**src/rtl/sio_pkg.sv**
```systemverilog
package sio_pkg;

   // Bus-side control inputs gathered as one synchronized word.
   typedef struct packed {
      logic sel_lo_n;
      logic sel_hi;
      logic mode;
      logic stb;
      logic clr_n;
   } sio_ctrl_t;

   localparam int CTRL_W = $bits(sio_ctrl_t);

   // Idle values: unselected, strobe low, clear released.
   localparam sio_ctrl_t CTRL_IDLE = '{sel_lo_n: 1'b1, sel_hi: 1'b0,
                                       mode: 1'b0, stb: 1'b0, clr_n: 1'b1};

   function automatic logic port_selected(input sio_ctrl_t c);
      return (~c.sel_lo_n) & c.sel_hi;
   endfunction

endpackage

```
**src/rtl/sio_sync.sv**
```systemverilog
module sio_sync #(
   parameter int            W       = 1,
   parameter int            STAGES  = 2,
   parameter logic [W-1:0]  RST_VAL = '0
) (
   input  logic         clk,
   input  logic         rst_n,
   input  logic [W-1:0] d,
   output logic [W-1:0] q
);

   if (STAGES < 2) begin : g_bad_stages
      $error("sio_sync: STAGES must be at least 2");
   end
   if (W < 1) begin : g_bad_w
      $error("sio_sync: W must be at least 1");
   end

   logic [STAGES-1:0][W-1:0] chain;

   always_ff @(posedge clk or negedge rst_n) begin
      if (!rst_n) chain <= {STAGES{RST_VAL}};
      else        chain <= {chain[STAGES-2:0], d};
   end

   assign q = chain[STAGES-1];

endmodule

```
**src/rtl/sio_latch.sv**
```systemverilog
module sio_latch #(
   parameter int W = 8
) (
   input  logic         clk,
   input  logic         rst_n,
   input  logic         open_i,
   input  logic         clr_n_i,
   input  logic [W-1:0] d_i,
   output logic [W-1:0] q_o
);

   // Open latch tracks data and masks the clear; closed latch obeys clear.
   always_ff @(posedge clk or negedge rst_n) begin
      if (!rst_n)        q_o <= '0;
      else if (open_i)   q_o <= d_i;
      else if (!clr_n_i) q_o <= '0;
   end

endmodule

```
**src/rtl/sio_srq.sv**
```systemverilog
module sio_srq (
   input  logic clk,
   input  logic rst_n,
   input  logic stb_i,
   input  logic sel_i,
   input  logic clr_n_i,
   output logic fall_o,
   output logic srq_o
);

   logic stb_d;

   always_ff @(posedge clk or negedge rst_n) begin
      if (!rst_n) stb_d <= 1'b0;
      else        stb_d <= stb_i;
   end

   assign fall_o = stb_d & ~stb_i;

   // Select and clear dominate a same-cycle strobe fall.
   always_ff @(posedge clk or negedge rst_n) begin
      if (!rst_n)                   srq_o <= 1'b0;
      else if (sel_i || !clr_n_i)   srq_o <= 1'b0;
      else if (fall_o)              srq_o <= 1'b1;
   end

endmodule

```
**src/rtl/strobe_io_port.sv**
```systemverilog
module strobe_io_port #(
   parameter int W           = 8,
   parameter int SYNC_STAGES = 2,
   parameter bit DIN_SYNC    = 1'b1
) (
   input  logic         clk,
   input  logic         rst_n,
   input  logic [W-1:0] din,
   input  logic         sel_lo_n,
   input  logic         sel_hi,
   input  logic         mode,
   input  logic         stb,
   input  logic         clr_n,
   output logic [W-1:0] dout,
   output logic         bus_oe,
   output logic         irq_n
);
   import sio_pkg::*;

   if (W < 1) begin : g_bad_w
      $error("strobe_io_port: W must be at least 1");
   end
   if (SYNC_STAGES < 2) begin : g_bad_sync
      $error("strobe_io_port: SYNC_STAGES must be at least 2");
   end

   sio_ctrl_t    ctrl_raw, ctrl_q;
   logic [W-1:0] din_q;
   logic         sel_q, mode_q, clr_q, lclk, stb_fall, srq;
   logic [W-1:0] latch_q;

   assign ctrl_raw = '{sel_lo_n: sel_lo_n, sel_hi: sel_hi, mode: mode,
                       stb: stb, clr_n: clr_n};

   sio_sync #(.W(CTRL_W), .STAGES(SYNC_STAGES), .RST_VAL(CTRL_IDLE)) i_ctrl_sync (
      .clk   (clk),
      .rst_n (rst_n),
      .d     (ctrl_raw),
      .q     (ctrl_q)
   );

   // Data path either aligned with the controls or taken as already stable.
   if (DIN_SYNC) begin : g_din_sync
      sio_sync #(.W(W), .STAGES(SYNC_STAGES), .RST_VAL('0)) i_din_sync (
         .clk   (clk),
         .rst_n (rst_n),
         .d     (din),
         .q     (din_q)
      );
   end else begin : g_din_direct
      assign din_q = din;
   end

   assign sel_q  = port_selected(ctrl_q);
   assign mode_q = ctrl_q.mode;
   assign clr_q  = ctrl_q.clr_n;
   assign lclk   = mode_q ? sel_q : ctrl_q.stb;

   sio_latch #(.W(W)) i_latch (
      .clk     (clk),
      .rst_n   (rst_n),
      .open_i  (lclk),
      .clr_n_i (clr_q),
      .d_i     (din_q),
      .q_o     (latch_q)
   );

   sio_srq i_srq (
      .clk     (clk),
      .rst_n   (rst_n),
      .stb_i   (ctrl_q.stb),
      .sel_i   (sel_q),
      .clr_n_i (clr_q),
      .fall_o  (stb_fall),
      .srq_o   (srq)
   );

   assign dout   = latch_q;
   assign bus_oe = mode_q | sel_q;
   assign irq_n  = ~(srq | sel_q);

endmodule

```
**config.mk**
```make
export PLATFORM = sky130hd
export DESIGN_NAME = strobe_io_port
export DESIGN_NICKNAME = d
export VERILOG_FILES = /design/src/rtl/sio_pkg.sv /design/src/rtl/sio_sync.sv /design/src/rtl/sio_latch.sv /design/src/rtl/sio_srq.sv /design/src/rtl/strobe_io_port.sv
export SDC_FILE = /design/constraint.sdc
export NUM_CORES = 1
export LEC_CHECK = 0
export ABC_AREA = 0
export BUFFER_PORTS_ARGS = -buffer_cell sky130_fd_sc_hd__buf_4
export CAP_MARGIN = 10
export CORE_MARGIN = 2
export CORE_UTILIZATION = 46
export DETAILED_ROUTE_END_ITERATION = 10
export GPL_TIMING_DRIVEN = 1
export HOLD_SLACK_MARGIN = 0.03
export PLACE_DENSITY = 0.72
export SETUP_SLACK_MARGIN = 0.5
export SLEW_MARGIN = 20
export SYNTH_ARGS = -nofsm -noshare
export SYNTH_HDL_FRONTEND = slang
export SYNTH_SLANG_ARGS = --single-unit
```
**constraint.sdc**
```tcl
create_clock -name clk -period 1.45 [get_ports clk]
set_clock_uncertainty 0.2 [all_clocks]
set_input_delay 0.435 -clock clk [delete_from_list [all_inputs] [get_ports clk]]
set_output_delay 0.435 -clock clk [all_outputs]
set_load 0.1 [all_outputs]
```
---- Word-level counts from Yosys, hierarchy flattened ----
Cells that the tools add are included.
word-level totals
  logic and storage cells ................. 23
  input bits .............................. 15
  register bits ........................... 36
  output and inout bits ................... 10
operators by class
  bitwise gates (word level) .............. 7
  equality and inequality tests ........... 1
  multiplexer cells ....................... 5
  reductions and logical operators ........ 3
operators by type and width
  kind                                                                     number
  8-bit 2-to-1 mux                                                         2
  1-bit 2-to-1 mux                                                         3
  1-bit inverter                                                           3
  1-bit bitwise AND                                                        2
  2-bit by 1-bit inequality test with 1-bit output, second input constant  1
  1-bit bitwise OR                                                         2
  2-bit nonzero test                                                       1
  1-bit zero test                                                          1
  1-bit logical OR                                                         1

---- Logic depth before layout (Yosys ltp) ----
  depth after elaboration ................. 4
  mapped depth ............................ 5

---- Cells and area by module ----
Synthesis repeated with hierarchy kept, for this count alone.
second synthesis, totals
  cells, all modules ...................... 67
  area total of the unflattened synthesis .. 1171.1 µm²
by module, submodules not included
  module                             area an instance (µm²)  seq. area each (µm²)  times used  cells an instance
  sio_sync at g_din_sync.i_din_sync  460.4                   400.4                 1           24
  sio_latch                          301.5                   200.2                 1           19
  sio_sync at i_ctrl_sync            292.8                   255.2                 1           15
  sio_srq                            77.6                    50.0                  1           5
  strobe_io_port                     38.8                    0.0                   1           4

---- Worst setup path after synthesis ----
OpenSTA, ideal clock, no wires.
  path kind ............................... reg-to-output
  start ................................... register i_ctrl_sync.chain (netlist bit i_ctrl_sync.q[4])
  end ..................................... output irq_n
  cell stages (with the launch flop) ...... 3
  buffers on the path ..................... 0
  slack ................................... -1167 ps
  data required time ...................... 815 ps
  arrival ................................. 1982 ps
  cell sequence ........................... dfstp_2 nand2b_1 nor2b_1
between the ends
  cells in the longest elaborated chain, start to end .. 4
ends and longest elaborated chain
  item                    line                  source
  start, declared         sio_sync.sv:19        logic [STAGES-1:0][W-1:0] chain;
  start signal, assigned  sio_sync.sv:22        if (!rst_n) chain <= {STAGES{RST_VAL}};
  start signal, assigned  sio_sync.sv:23        else chain <= {chain[STAGES-2:0], d};
  1-bit inverter          sio_pkg.sv:19         return (~c.sel_lo_n) & c.sel_hi;
  1-bit bitwise AND       sio_pkg.sv:19
  1-bit bitwise OR        strobe_io_port.sv:80  assign irq_n = ~(srq | sel_q);
  1-bit inverter          strobe_io_port.sv:80
  end, declared           strobe_io_port.sv:16  output logic irq_n
Every way passes these cells.

---- Worst setup path after layout ----
  start ................................... register i_ctrl_sync.chain (netlist bit i_ctrl_sync.q[4])
  end ..................................... output bus_oe
between the ends
  cells in the longest elaborated chain, start to end .. 3
ends and longest elaborated chain
  item               line                  source
  1-bit inverter     sio_pkg.sv:19
  1-bit bitwise AND  sio_pkg.sv:19
  1-bit bitwise OR   strobe_io_port.sv:79  assign bus_oe = mode_q | sel_q;
  end, declared      strobe_io_port.sv:15  output logic bus_oe,
Every way passes these cells.

==> metrics.txt <==
most common cell in the synthesized netlist dfrtp_1; Yosys top cell area share 0.707; cells after synthesis 73; CP Launch Point i_ctrl_sync.q[4]; Clock Root Buffer clkbuf_4; top cells by area, synth dfrtp_1 (71%), dfstp_2 (9.3%), o21ai_2 (6.2%); FILL cells 150; Pwr Density 1240 nW/um^2; worst-path cell with the longest stage delay dfstp_2; drc violations 0; initial antenna violation count 0; clock latency on the worst-skew pair 330 ps; vias per cell ~4.6; Ys Warns 0; Crit path top cell by count nand2b_4; CP Class flop to output pin; Tot GR Track Use 0.151; CP endpoint kind output pin; Final Core Density 0.710; post-synthesis register bit count 36; RSZ-0062 raised after global routing true; Port Buffers 24; via count 614; sequential-to-total area share from yosys stat 0.800; Placeable Area 2280 um^2; fraction of layout cells with a size suffix above 1 0.642; 1st-iter DRT viols 3; wire length per cell 12.4 um; status finished with violations; Starting Density 0.498; pre-CTS WS -206 ps; row cnt 17; Clock transition at path regs 110 ps; worst r2r src i_ctrl_sync.q[4]; number of synthesized flops with an enable pin 0; syn_area_per_cell between 15 and 20 um^2; Post-synth ARST share 1.00; Sink Count 36; final slew viol count 0; delay-heaviest family, CP flip-flops; Pwr Total 2.01 mW; first-pass GRT wire length ~2.8 mm; Crit Path Max Fanout 2; Worst Max-Slew Pin Slew 412 ps; Unique masters post-synth 15; Max stage delay on crit path 530 ps; I/O Pins 25; CTS tree built; Post-synth top cells dfrtp_1 (32), nand2_1 (9), o21ai_0 (8), o21ai_2 (8), dfstp_2 (4); antenna fix cells 0; Buf+Inv Stages, Crit Path 2; critical path cell sequence nand2b_4 > buf_4 > nand2b_4 > buf_12; HP Class primary input to asynchronous set/reset pin; clk buf depth 2; Netlist Area Pre-Place 1130 um^2; GPL Wtd Cong 0.804; fin nets 120; final wirelength between 1.5 and 2 mm; ys flop type dfrtp_1; Critical Path AT 1290 ps; CP Launch Type flop; Req. time, crit path around 820 ps; max-cap violations 0; worst setup margin -479 ps; Die H ~54 um; leak pwr 0.724 nW; maximum vdd drop 0.860 mV; Final Hold Viols 32; Slew HR 0.725; vias in the first global route 617; Final min period approximately 1900 ps; Num CTS Buffers 5; Setup TNS Final -2470 ps; Max H-tree Level 2; Die W approximately 54 um; worst hold slack -175 ps; area delta synth->final 42.8%; global route total overflow 0; largest net degree at the start of global routing 37; DRT antenna net count 0; die area 2870 um^2; largest area contributor in the synthesized netlist dfrtp_1; drt pass-1 iters 2; crit share post-route 1.33; Syn Nets slightly below 90; failing checks hold timing, setup timing; final count of negative-setup-slack endpoints 10; Peak Freq 0.519 GHz
cell usage in the layout, fill, tap and decap left out:
master,instances
and2b_4,1
clkbuf_4,5
buf_4,17
nor2_1,1
or2_4,1
o21ai_2,16
nand2b_4,2
buf_12,10
and3b_2,1
inv_1,1
clkbuf_1,2
dfstp_2,4
clkinv_2,1
a21oi_1,1
buf_6,1
nand2_1,9
dfrtp_4,8
nor2b_4,1
dfrtp_1,24
cells by family (layout without fill, tap and decap cells):
kind of cell	after synthesis	in the layout	synth area share
AND/OR/NAND/NOR	16	16	0.0718
flip-flops	36	36	0.800
AO/OA/AOI/OAI	17	17	0.102
buffers and inverters	4	37	0.0265
cell type report:
| class | count | area, um^2 | share of cell area |
|---|---|---|---|
| well taps | 28 | 35.0 | 0.0217 |
| inverters | 1 | 3.75 | 0.00232 |
| multi-input cells | 33 | 253 | 0.156 |
| repair buffers | 28 | 339 | 0.210 |
| clock inverters | 1 | 5.00 | 0.00310 |
| clock buffers | 7 | 45.0 | 0.0279 |
| flip-flops and latches | 36 | 936 | 0.579 |
per-stage QoR:
stage               cell area, um^2  hold slack, ps  cells
floorplan                      1190           -60.6     73
global placement               1390             133    125
detailed placement             1390             136    125
CTS                            1610            -183    133
global route                   1620            -171    134
finish                         1620            -175    134
repair_timing:
action	in CTS	in global routing
setup buffers	0	1
setup endpoints to repair	19	19
resized for setup	50	0
endpoints found under the hold margin	45	45
pin swaps	1	0
final timing paths:
path | endpoint | slack, ps | cells past startpoint
min in group clk | i_ctrl_sync.chain[0] | 10 | 1
setup / recovery | bus_oe | -480 | 4
setup reg to reg | i_latch.q_o[1] | 0 | 3
max in group asynchronous | i_latch.q_o[6] | 880 | 1
hold reg to reg | g_din_sync.i_din_sync.q[1] | 140 | 0
hold / removal | i_ctrl_sync.q[1] | -180 | 1
power by group:
group / switching, mW / internal, mW
combinational: 0.250 / 0.158
sequential: 0.0407 / 1.08
clock: 0.290 / 0.189
flip-flops by register name, summed over array words and instances (netlist names):
| register | count |
|---|---|
| g_din_sync.i_din_sync.chain | 8 |
| g_din_sync.i_din_sync.q | 8 |
| i_latch.q_o | 8 |
| i_ctrl_sync.chain | 5 |
| i_ctrl_sync.q | 5 |
| i_srq.srq_o | 1 |
| i_srq.stb_d | 1 |
metal layers:
metal  vias to the layer above  wire length (um)  track usage
li1                        300                 -            -
met1                       288               627        0.169
met2                        22               891        0.239
met3                         4               110       0.0750
met4                         0                33       0.0769
met5                         -                 0            0
No activity file was read; power rests on OpenSTA's default activity.
